**config.mk**
```make
export PLATFORM = sky130hd
export DESIGN_NAME = ls_pair_estimator
export DESIGN_NICKNAME = d
export VERILOG_FILES = /design/src/rtl/lsq_pkg.sv /design/src/rtl/est_pilot_rom.sv /design/src/rtl/est_pair_arb.sv /design/src/rtl/est_cmul_pipe.sv /design/src/rtl/ls_pair_estimator.sv
export SDC_FILE = /design/constraint.sdc
export NUM_CORES = 2
export LEC_CHECK = 0
export ABC_AREA = 1
export BUFFER_PORTS_ARGS = -buffer_cell sky130_fd_sc_hd__buf_2
export CORE_ASPECT_RATIO = 0.7
export CORE_UTILIZATION = 62
export CTS_BUF_LIST = sky130_fd_sc_hd__clkbuf_2 sky130_fd_sc_hd__clkbuf_4 sky130_fd_sc_hd__clkbuf_8
export CTS_CLUSTER_SIZE = 12
export DETAILED_ROUTE_END_ITERATION = 16
export PLACE_DENSITY_LB_ADDON = 0.08
export SETUP_SLACK_MARGIN = 0.05
export SLEW_MARGIN = 25
export SYNTH_ARGS = -nofsm -noshare
export SYNTH_HDL_FRONTEND = slang
export SYNTH_HIERARCHICAL = 1
export SYNTH_SLANG_ARGS = --single-unit
export TNS_END_PERCENT = 5
```
**constraint.sdc**
```tcl
create_clock -name clk -period 27.2 [get_ports clk]
set_input_delay 1.36 -clock clk [delete_from_list [all_inputs] [get_ports clk]]
set_output_delay 1.36 -clock clk [all_outputs]
set_load 0.03 [all_outputs]
```
**src/rtl/lsq_pkg.sv**
```systemverilog
package lsq_pkg;
  localparam int SW        = 16;
  localparam int FRAC      = 14;
  localparam int PW        = 2 * SW;
  localparam int NPILOT_DEF = 100;
  localparam int PILOT_AMP = 11585;

  typedef struct packed {
    logic signed [SW-1:0] re;
    logic signed [SW-1:0] im;
  } cplx_t;

  // Known pilot value at index k (sign pattern from bits of k).
  function automatic cplx_t ref_pilot(input int k);
    logic [31:0] u;
    cplx_t c;
    u = k;
    c.re = (u[1] ^ u[3]) ? -SW'(PILOT_AMP) : SW'(PILOT_AMP);
    c.im = (u[0] ^ u[2]) ? -SW'(PILOT_AMP) : SW'(PILOT_AMP);
    return c;
  endfunction

  function automatic logic signed [PW:0] add_ext(input logic signed [PW-1:0] a,
                                                  input logic signed [PW-1:0] b);
    return {a[PW-1], a} + {b[PW-1], b};
  endfunction

  function automatic logic signed [PW:0] sub_ext(input logic signed [PW-1:0] a,
                                                  input logic signed [PW-1:0] b);
    return {a[PW-1], a} - {b[PW-1], b};
  endfunction

  // Back to 1.1.14: floor shift, then clamp to the signed SW range.
  function automatic logic signed [SW-1:0] rescale_sat(input logic signed [PW:0] s);
    logic signed [PW:0] t;
    logic signed [PW:0] hi;
    logic signed [PW:0] lo;
    t  = s >>> FRAC;
    hi = (PW+1)'((1 <<< (SW-1)) - 1);
    lo = -(PW+1)'(1 <<< (SW-1));
    if (t > hi) return {1'b0, {(SW-1){1'b1}}};
    if (t < lo) return {1'b1, {(SW-1){1'b0}}};
    return t[SW-1:0];
  endfunction
endpackage

```
**src/rtl/est_pilot_rom.sv**
```systemverilog
module est_pilot_rom #(
  parameter int NPILOT = lsq_pkg::NPILOT_DEF,
  localparam int IDXW  = $clog2(NPILOT)
) (
  input  logic [IDXW-1:0] addr,
  output lsq_pkg::cplx_t  q
);
  lsq_pkg::cplx_t tbl [NPILOT];

  for (genvar k = 0; k < NPILOT; k++) begin : g_ent
    assign tbl[k] = lsq_pkg::ref_pilot(k);
  end

  assign q = tbl[addr];
endmodule

```
**src/rtl/est_pair_arb.sv**
```systemverilog
module est_pair_arb #(
  parameter int NPILOT = lsq_pkg::NPILOT_DEF,
  localparam int IDXW  = $clog2(NPILOT)
) (
  input  logic            clk,
  input  logic            rst_n,
  input  logic            advance,
  input  logic            s0_valid,
  input  logic            s0_sos,
  input  logic            s1_valid,
  output logic            s0_ready,
  output logic            s1_ready,
  output logic            take0,
  output logic            take1,
  output logic [IDXW-1:0] rom_addr
);
  typedef enum logic {WAIT_TX0, WAIT_TX1} arb_state_e;

  arb_state_e      state_q;
  logic [IDXW-1:0] addr_q;
  logic [IDXW-1:0] hold_q;
  logic            last_idx;

  assign s0_ready = advance && (state_q == WAIT_TX0);
  assign s1_ready = advance && (state_q == WAIT_TX1);
  assign take0    = s0_ready && s0_valid;
  assign take1    = s1_ready && s1_valid;
  assign last_idx = (hold_q == IDXW'(NPILOT - 1));

  always_comb begin
    if (state_q == WAIT_TX0) rom_addr = s0_sos ? '0 : addr_q;
    else                     rom_addr = hold_q;
  end

  always_ff @(posedge clk or negedge rst_n) begin
    if (!rst_n) begin
      state_q <= WAIT_TX0;
      addr_q  <= '0;
      hold_q  <= '0;
    end else if (take0) begin
      state_q <= WAIT_TX1;
      hold_q  <= rom_addr;
    end else if (take1) begin
      state_q <= WAIT_TX0;
      addr_q  <= last_idx ? '0 : hold_q + 1'b1;
    end
  end
endmodule

```
**src/rtl/est_cmul_pipe.sv**
```systemverilog
module est_cmul_pipe #(
  parameter int NPILOT = lsq_pkg::NPILOT_DEF,
  localparam int IDXW  = $clog2(NPILOT),
  localparam int PW    = lsq_pkg::PW
) (
  input  logic            clk,
  input  logic            rst_n,
  input  logic            advance,
  input  logic            in_valid,
  input  lsq_pkg::cplx_t  in_rx,
  input  lsq_pkg::cplx_t  in_ref,
  input  logic            in_tx,
  input  logic [IDXW-1:0] in_idx,
  output logic            out_valid,
  output lsq_pkg::cplx_t  out_est,
  output logic            out_tx,
  output logic [IDXW-1:0] out_idx
);
  localparam int NST = 3;

  logic [NST-1:0]         v_q;
  logic [NST-1:0]         tx_q;
  logic [IDXW-1:0]        idx_q [NST];

  logic signed [PW-1:0]   p_rr, p_ii, p_ir, p_ri;
  logic signed [PW:0]     s_re, s_im;
  lsq_pkg::cplx_t         est_q;

  always_ff @(posedge clk or negedge rst_n) begin
    if (!rst_n) v_q <= '0;
    else if (advance) v_q <= {v_q[NST-2:0], in_valid};
  end

  always_ff @(posedge clk) begin
    if (advance) begin
      tx_q     <= {tx_q[NST-2:0], in_tx};
      idx_q[0] <= in_idx;
      for (int i = 1; i < NST; i++) idx_q[i] <= idx_q[i-1];
      // stage 1: products
      p_rr <= in_rx.re * in_ref.re;
      p_ii <= in_rx.im * in_ref.im;
      p_ir <= in_rx.im * in_ref.re;
      p_ri <= in_rx.re * in_ref.im;
      // stage 2: conjugate combine
      s_re <= lsq_pkg::add_ext(p_rr, p_ii);
      s_im <= lsq_pkg::sub_ext(p_ir, p_ri);
      // stage 3: rescale with clamp
      est_q.re <= lsq_pkg::rescale_sat(s_re);
      est_q.im <= lsq_pkg::rescale_sat(s_im);
    end
  end

  assign out_valid = v_q[NST-1];
  assign out_est   = est_q;
  assign out_tx    = tx_q[NST-1];
  assign out_idx   = idx_q[NST-1];
endmodule

```
**src/rtl/ls_pair_estimator.sv**
```systemverilog
module ls_pair_estimator #(
  parameter int NPILOT = lsq_pkg::NPILOT_DEF,
  localparam int SW    = lsq_pkg::SW,
  localparam int IDXW  = $clog2(NPILOT)
) (
  input  logic                 clk,
  input  logic                 rst_n,
  input  logic                 s0_valid,
  output logic                 s0_ready,
  input  logic signed [SW-1:0] s0_re,
  input  logic signed [SW-1:0] s0_im,
  input  logic                 s0_sos,
  input  logic                 s1_valid,
  output logic                 s1_ready,
  input  logic signed [SW-1:0] s1_re,
  input  logic signed [SW-1:0] s1_im,
  output logic                 m_valid,
  input  logic                 m_ready,
  output logic signed [SW-1:0] m_re,
  output logic signed [SW-1:0] m_im,
  output logic                 m_tx,
  output logic [IDXW-1:0]      m_idx
);
  // named internal events (observed by the bound checker)
  logic            advance;
  logic            take0;
  logic            take1;
  logic [IDXW-1:0] rom_addr;
  lsq_pkg::cplx_t  ref_val;
  lsq_pkg::cplx_t  rx_val;
  lsq_pkg::cplx_t  est;

  assign advance = !m_valid || m_ready;

  est_pair_arb #(.NPILOT(NPILOT)) u_arb (
    .clk(clk), .rst_n(rst_n), .advance(advance),
    .s0_valid(s0_valid), .s0_sos(s0_sos), .s1_valid(s1_valid),
    .s0_ready(s0_ready), .s1_ready(s1_ready),
    .take0(take0), .take1(take1), .rom_addr(rom_addr)
  );

  est_pilot_rom #(.NPILOT(NPILOT)) u_rom (.addr(rom_addr), .q(ref_val));

  always_comb begin
    rx_val.re = take1 ? s1_re : s0_re;
    rx_val.im = take1 ? s1_im : s0_im;
  end

  est_cmul_pipe #(.NPILOT(NPILOT)) u_pipe (
    .clk(clk), .rst_n(rst_n), .advance(advance),
    .in_valid(take0 || take1), .in_rx(rx_val), .in_ref(ref_val),
    .in_tx(take1), .in_idx(rom_addr),
    .out_valid(m_valid), .out_est(est), .out_tx(m_tx), .out_idx(m_idx)
  );

  assign m_re = est.re;
  assign m_im = est.im;
endmodule

```
# Word-level counts from Yosys, hierarchy flattened
# Memory sizes are Yosys's and may differ from the RTL's.
# Cells that the tools add are included.
[op_classes]
add_sub_neg = 3
mul = 4
n_lt_le_gt_ge = 5
n_eq_ne = 1
muxes = 29
bitwise_logic = 3
n_reduce_logical = 9
[ops]
columns = ["cell", "n"]
rows = [
  ["$mux W16", 10],
  ["$mul A16 B16 Y32", 4],
  ["$mux W32", 2],
  ["$gt A19 B16 Y1 const B", 2],
  ["$lt A19 B16 Y1 const B", 2],
  ["$add A32 B32 Y33", 1],
  ["$sub A32 B32 Y33", 1],
  ["$mux W7", 3],
  ["$mux W1", 14],
  ["$ge A8 B8 Y1 const B", 1],
  ["$not A7 Y8", 1],
  ["$add A7 B1 Y7 const B", 1],
  ["$eq A7 B7 Y1 const B", 1],
  ["$logic_and A1 B1 Y1", 4],
  ["$logic_or A1 B1 Y1", 2],
  ["$not A1 Y1", 2],
  ["$reduce_and A2 Y1", 1],
  ["$reduce_bool A2 Y1", 1],
  ["$logic_not A1 Y1", 1],
]
[totals]
ff_bits = 247
ram_bits = 21
romBits = 4096
in_bits = 70
output_inout_bits = 43
wordCells = 69
mem_count = 2
[mem_list]
columns = ["memory", "depth", "word_bits", "read_ports", "rd_clocked_by_memory_dff", "wr", "line", "text"]
rows = [
  ["(no name shown)", 128, 32, 1, 0, 0, "est_pilot_rom.sv:14", "assign q = tbl[addr];"],
  ["u_pipe.idx_q", 3, 7, 3, 0, 3, "est_cmul_pipe.sv:23", "logic [IDXW-1:0] idx_q [NST];"],
]

# Depth between registers and ports, before layout
[logic_depth]
word_depth = 7
ltp_mapped = 36
mapped_depth_nobuf = 33

# By module
# The synthesis kept the hierarchy.
[by_module_without_submodules]
columns = ["mod", "n_inst", "cells_per_inst", "area_per_inst_um2", "seq_area_each_um2"]
rows = [
  ["est_cmul_pipe", 1, 6757, 53462.5, 6741.5],
  ["est_pair_arb", 1, 110, 834.6, 375.4],
  ["ls_pair_estimator", 1, 107, 447.9, 0.0],
  ["est_pilot_rom", 1, 42, 272.8, 0.0],
]

# Least setup slack after synthesis
# OpenSTA, ideal clock, no wires.
[synth_timing]
path_kind = "input port to flip-flop"
from = "input m_ready"
to = "register u_pipe.p_ir[24] (data pin)"
setup_time_ns = 0.253
arrival_time_ns = 12.452
required_time_ns = 26.947
slack_ns = 14.495
path_stages = 30
n_path_buf = 3
path_cell_list = "inv_1 nand2_1 nand2_1 inv_2 nand2_1 inv_2 buf_6 buf_4 nand2_1 nand2_1 clkbuf_1 nand2_1 inv_1 fa_1 fa_1 fa_1 fa_1 fa_1 inv_1 fa_1 inv_1 ha_1 nand2_1 nor2_4 nand2_2 clkinv_2 nand3_2 or2_1 nand4_1 nand2_1"
[synth_rtl]
columns = ["element", "line", "text"]
rows = [
  ["start: declaration", "ls_pair_estimator.sv:18", "input logic m_ready,"],
  ["end signal: assignment", "est_cmul_pipe.sv:42", "p_ir <= in_rx.im * in_ref.re;"],
  ["end: declaration", "est_cmul_pipe.sv:25", "logic signed [PW-1:0] p_rr, p_ii, p_ir, p_ri;"],
]

==> summary.md <==
| Metric | Value |
|---|---|
| Status | completed |
| Total number of clock tree sinks | 240 |
| Min-Delay Startpoint | u_pipe/idx_q[0][7] |
| First-pass DRT Iterations | 7 |
| Met1 Wirelength | 65.1 mm |
| Period utilisation layout | 0.329 |
| DR top layer | met5 |
| Number of max-slew violations in the final report | 0 |
| Antenna Nets Post-Route | 0 |
| Share of the synthesized area in compound gates (AO/OA/AOI/OAI) | 0.0378 |
| Relative area change from synthesis to final layout | 4.08% |
| Filler Cell Count | 7636 |
| X dimension of the die | 358 µm |
| Final weighted congestion in routability-driven placement | 1.02 |
| Post-synthesis async set-or-reset flop share | 0.0750 |
| Tot GR Track Use | 0.320 |
| Detailed-route wire length per cell | 16.9 µm |
| Library cells used by synthesis | 44 |
| Peak fanout along the critical path | 32 |
| Number of buffers between clock root and the deepest sink | 3 |
| Core Rows | 90 |
| Dominant combinational cell family by area after synthesis | adder cells |
| Post-Route Setup TNS | 0 ps |
| CTS resizes | 0 |
| Met2 routed WL | 56.5 mm |
| Post-synthesis mux area share | 0.000205 |
| Fraction of the mapped netlist area in simple logic gates | 0.190 |
| Cell type contributing the most total cell area after synthesis | sky130_fd_sc_hd__fa_1 |
| Initial antenna violation count | 1 |
| Count of yosys warnings during synthesis | 6 |
| Number of setup violations in the final report | 0 |
| Sequential area share after synthesis | 0.129 |
| Fraction of final layout cells with drive strength greater than 1 | 0.0432 |
| CP startpoint | m_ready |
| Initial core utilization | 0.632 |
| Timing-limited maximum frequency | 112 MHz |
| Slew HR | 0.313 |
| Clock tree skew after final layout | 55.0 ps |
| Area share of the largest cell type after synthesis | 0.381 |
| Overall via count from detail_route | 42500 |
| Detailed Place HPWL | 110 mm |
| Critical path arrival | 9360 ps |
| Number of failing hold endpoints at the final stage | 0 |
| Worst Tran Pin Value | 1030 ps |
| Crit path capture type | flip-flop |
| Slowest CP cell | sky130_fd_sc_hd__nand2_2 |
| TritonCTS clock tree | built |
| Flip-flop cell with the highest count after synthesis | sky130_fd_sc_hd__edfxtp_1 |
| Ports | 113 |
| Final worst hold slack | 415 ps |
| Worst-Skew Late Latency | 690 ps |
| Fin nets | 8480 |
| Fin crit period | 8950 ps |
| Post-synth EDFFs | 222 |
| Cell count after synthesis | 7016 |
| Most prevalent standard cell on the critical path | sky130_fd_sc_hd__inv_1 |
| Aggregate routed wire length | 138 mm |
| DIE AREA | 90000 µm² |
| Floorplan core area | 87000 µm² |
| Via count of the first global-routing pass | 42871 |
| Via density per instance | 5.21 |
| Global-route wire length before repair | 225 mm |
| Root buffer cell | sky130_fd_sc_hd__clkbuf_8 |
| Commonest cells post-synth | sky130_fd_sc_hd__inv_1, sky130_fd_sc_hd__nand2_1, sky130_fd_sc_hd__fa_1 |
| Worst hold path type | flip-flop to flip-flop |
| Routed met3 length | 13.5 mm |
| Drt first-iter violations | 3547 |
| CTS Buf Count | 44 |
| Unrepaired setup endpoints after global routing | false |
| Adder-Cell Fraction of Synth Area | 0.470 |
| Remaining Overflow, GRT | 0 |
| Path type of the worst setup path | input port to flip-flop |
| Number of levels the H-tree was split into | 2 |
| R2r setup slk | 18640 ps |
| Slowest Stage Delay on Critical Path | 700 ps |
| Average size of a mapped cell | 7.84 µm² |
| Clk slew on worst S/H paths | 60 ps |
| Top cells by area in the synthesized netlist | sky130_fd_sc_hd__fa_1, sky130_fd_sc_hd__inv_1, sky130_fd_sc_hd__nand2_1 |
| Critical Path RT | 27620 ps |
| Total standard cell area after synthesis | 55000 µm² |
| Post-CTS Setup Bufs | 0 |
| Die extent in y | 251 µm |
| Port-buffer cells | 112 |
| Max Cap Viol | 0 |
| Largest net degree at the start of global routing | 96 |
| XOR/XNOR Fraction of Synth Area | 0.0167 |
| DRC violation count after routing | 0 |
| R2R Path Start | u_pipe/v_q[2] |
| Hold_buf cts | 0 |
| #FFs+latches synth | 240 |
| Most frequent cell after synthesis | sky130_fd_sc_hd__inv_1 |
| Kind of start point of the critical path | input port |
worst paths after layout:
check                                 endpoint  depth (start not counted)
setup / recovery               u_pipe/p_rr[15]                         29
hold / removal             u_pipe/idx_q[0][14]                          0
setup reg to reg               u_pipe/p_ri[25]                         28
hold reg to reg            u_pipe/idx_q[0][14]                          0
max in group asynchronous      u_arb/hold_q[5]                          1
min in group asynchronous      u_arb/addr_q[5]                          1
critical path: cells and delay by family:
kind / cells / cell delay [ps]
buffers and inverters: 12 / 1460
AO/OA/AOI/OAI: 1 / 320
XOR/XNOR: 1 / 530
adder cells (fa/ha/maj): 7 / 3420
AND/OR/NAND/NOR: 8 / 2190
kinds of logic (layout without fill, tap and decap cells):
| group | Yosys count | after routing |
|---|---|---|
| flip-flops | 240 | 240 |
| multiplexers | 1 | 1 |
| other | 1 | 4 |
| AO/OA/AOI/OAI | 397 | 397 |
| AND/OR/NAND/NOR | 2604 | 2604 |
| buffers and inverters | 2229 | 2218 |
| adder cells (fa/ha/maj) | 1439 | 1439 |
| XOR/XNOR | 105 | 105 |
placed cells by master (no fill, tap or decap), types with 6 or more instances in the layout:
cell                       Yosys  final
sky130_fd_sc_hd__dfrtp_1      18     18
sky130_fd_sc_hd__nand3_1     184    184
sky130_fd_sc_hd__nor3_1       26     26
sky130_fd_sc_hd__o21a_1        8      8
sky130_fd_sc_hd__clkinv_2      1      9
sky130_fd_sc_hd__inv_1      1972   1972
sky130_fd_sc_hd__ha_1        391    391
sky130_fd_sc_hd__xor2_1       80     80
sky130_fd_sc_hd__nand3b_1     10     10
sky130_fd_sc_hd__nand2_2      13     25
sky130_fd_sc_hd__nand4_1      54     54
sky130_fd_sc_hd__clkinv_1      4     10
sky130_fd_sc_hd__buf_2         1    112
sky130_fd_sc_hd__nor3_2        6      6
sky130_fd_sc_hd__clkbuf_8      0     45
sky130_fd_sc_hd__fa_1       1048   1048
sky130_fd_sc_hd__nor2_1      295    295
sky130_fd_sc_hd__buf_4        39     40
sky130_fd_sc_hd__nor2_2       19     19
sky130_fd_sc_hd__o21ai_1      20     20
sky130_fd_sc_hd__o21bai_1     13     13
sky130_fd_sc_hd__nand2_1    1964   1949
sky130_fd_sc_hd__xnor2_1      25     25
sky130_fd_sc_hd__clkbuf_4      0     10
sky130_fd_sc_hd__a21o_1       12     12
sky130_fd_sc_hd__a21oi_1     209    209
sky130_fd_sc_hd__edfxtp_1    222    222
sky130_fd_sc_hd__o21ai_0     130    130
sky130_fd_sc_hd__nor4_1       10     10
final cells by class:
type / instances / area, µm² / area share
timing repair buffer: 152 / 861 / 0.0150
multi-input combinational: 4548 / 39400 / 0.688
antenna: 2 / 5.00 / 0.0000874
clock inverter: 26 / 274 / 0.00479
tap: 1150 / 1440 / 0.0251
clock buffer: 55 / 694 / 0.0121
inverter: 1985 / 7460 / 0.130
sequential: 240 / 7120 / 0.124
per-layer routing:
| metal | global-route usage | vias to the layer above |
|---|---|---|
| li1 | - | 20241 |
| met1 | 0.492 | 20703 |
| met4 | 0.0616 | 2 |
| met5 | 0.0141 | - |
| met2 | 0.455 | 1426 |
| met3 | 0.0813 | 128 |
state kept, by name, indices dropped and copies added, names as in the netlist:
signal / cells
u_pipe/out_est: 32
u_pipe/p_ii: 32
u_pipe/p_ir: 32
u_pipe/p_ri: 32
u_pipe/p_rr: 32
u_pipe/idx_q: 21
u_pipe/s_im: 19
u_pipe/s_re: 19
u_arb/addr_q: 7
u_arb/hold_q: 7
u_pipe/tx_q: 3
u_pipe/v_q: 3
u_arb/state_q: 1
stage by stage:
stage                      util  std cells  cell area [µm²]  setup slack, ps
after floorplan               -       7017            55000            14500
after detailed placement  0.647       8075            56300            17720
after CTS                 0.658       8156            57300            18410
after global routing      0.658       8157            57300            17680
final                     0.658       8158            57300            18250
after global placement    0.647       8075            56300            17480
Power is left out: the tool's default activity adds up to more than one toggle a clock period on the data nets, which glitch-free logic cannot reach.
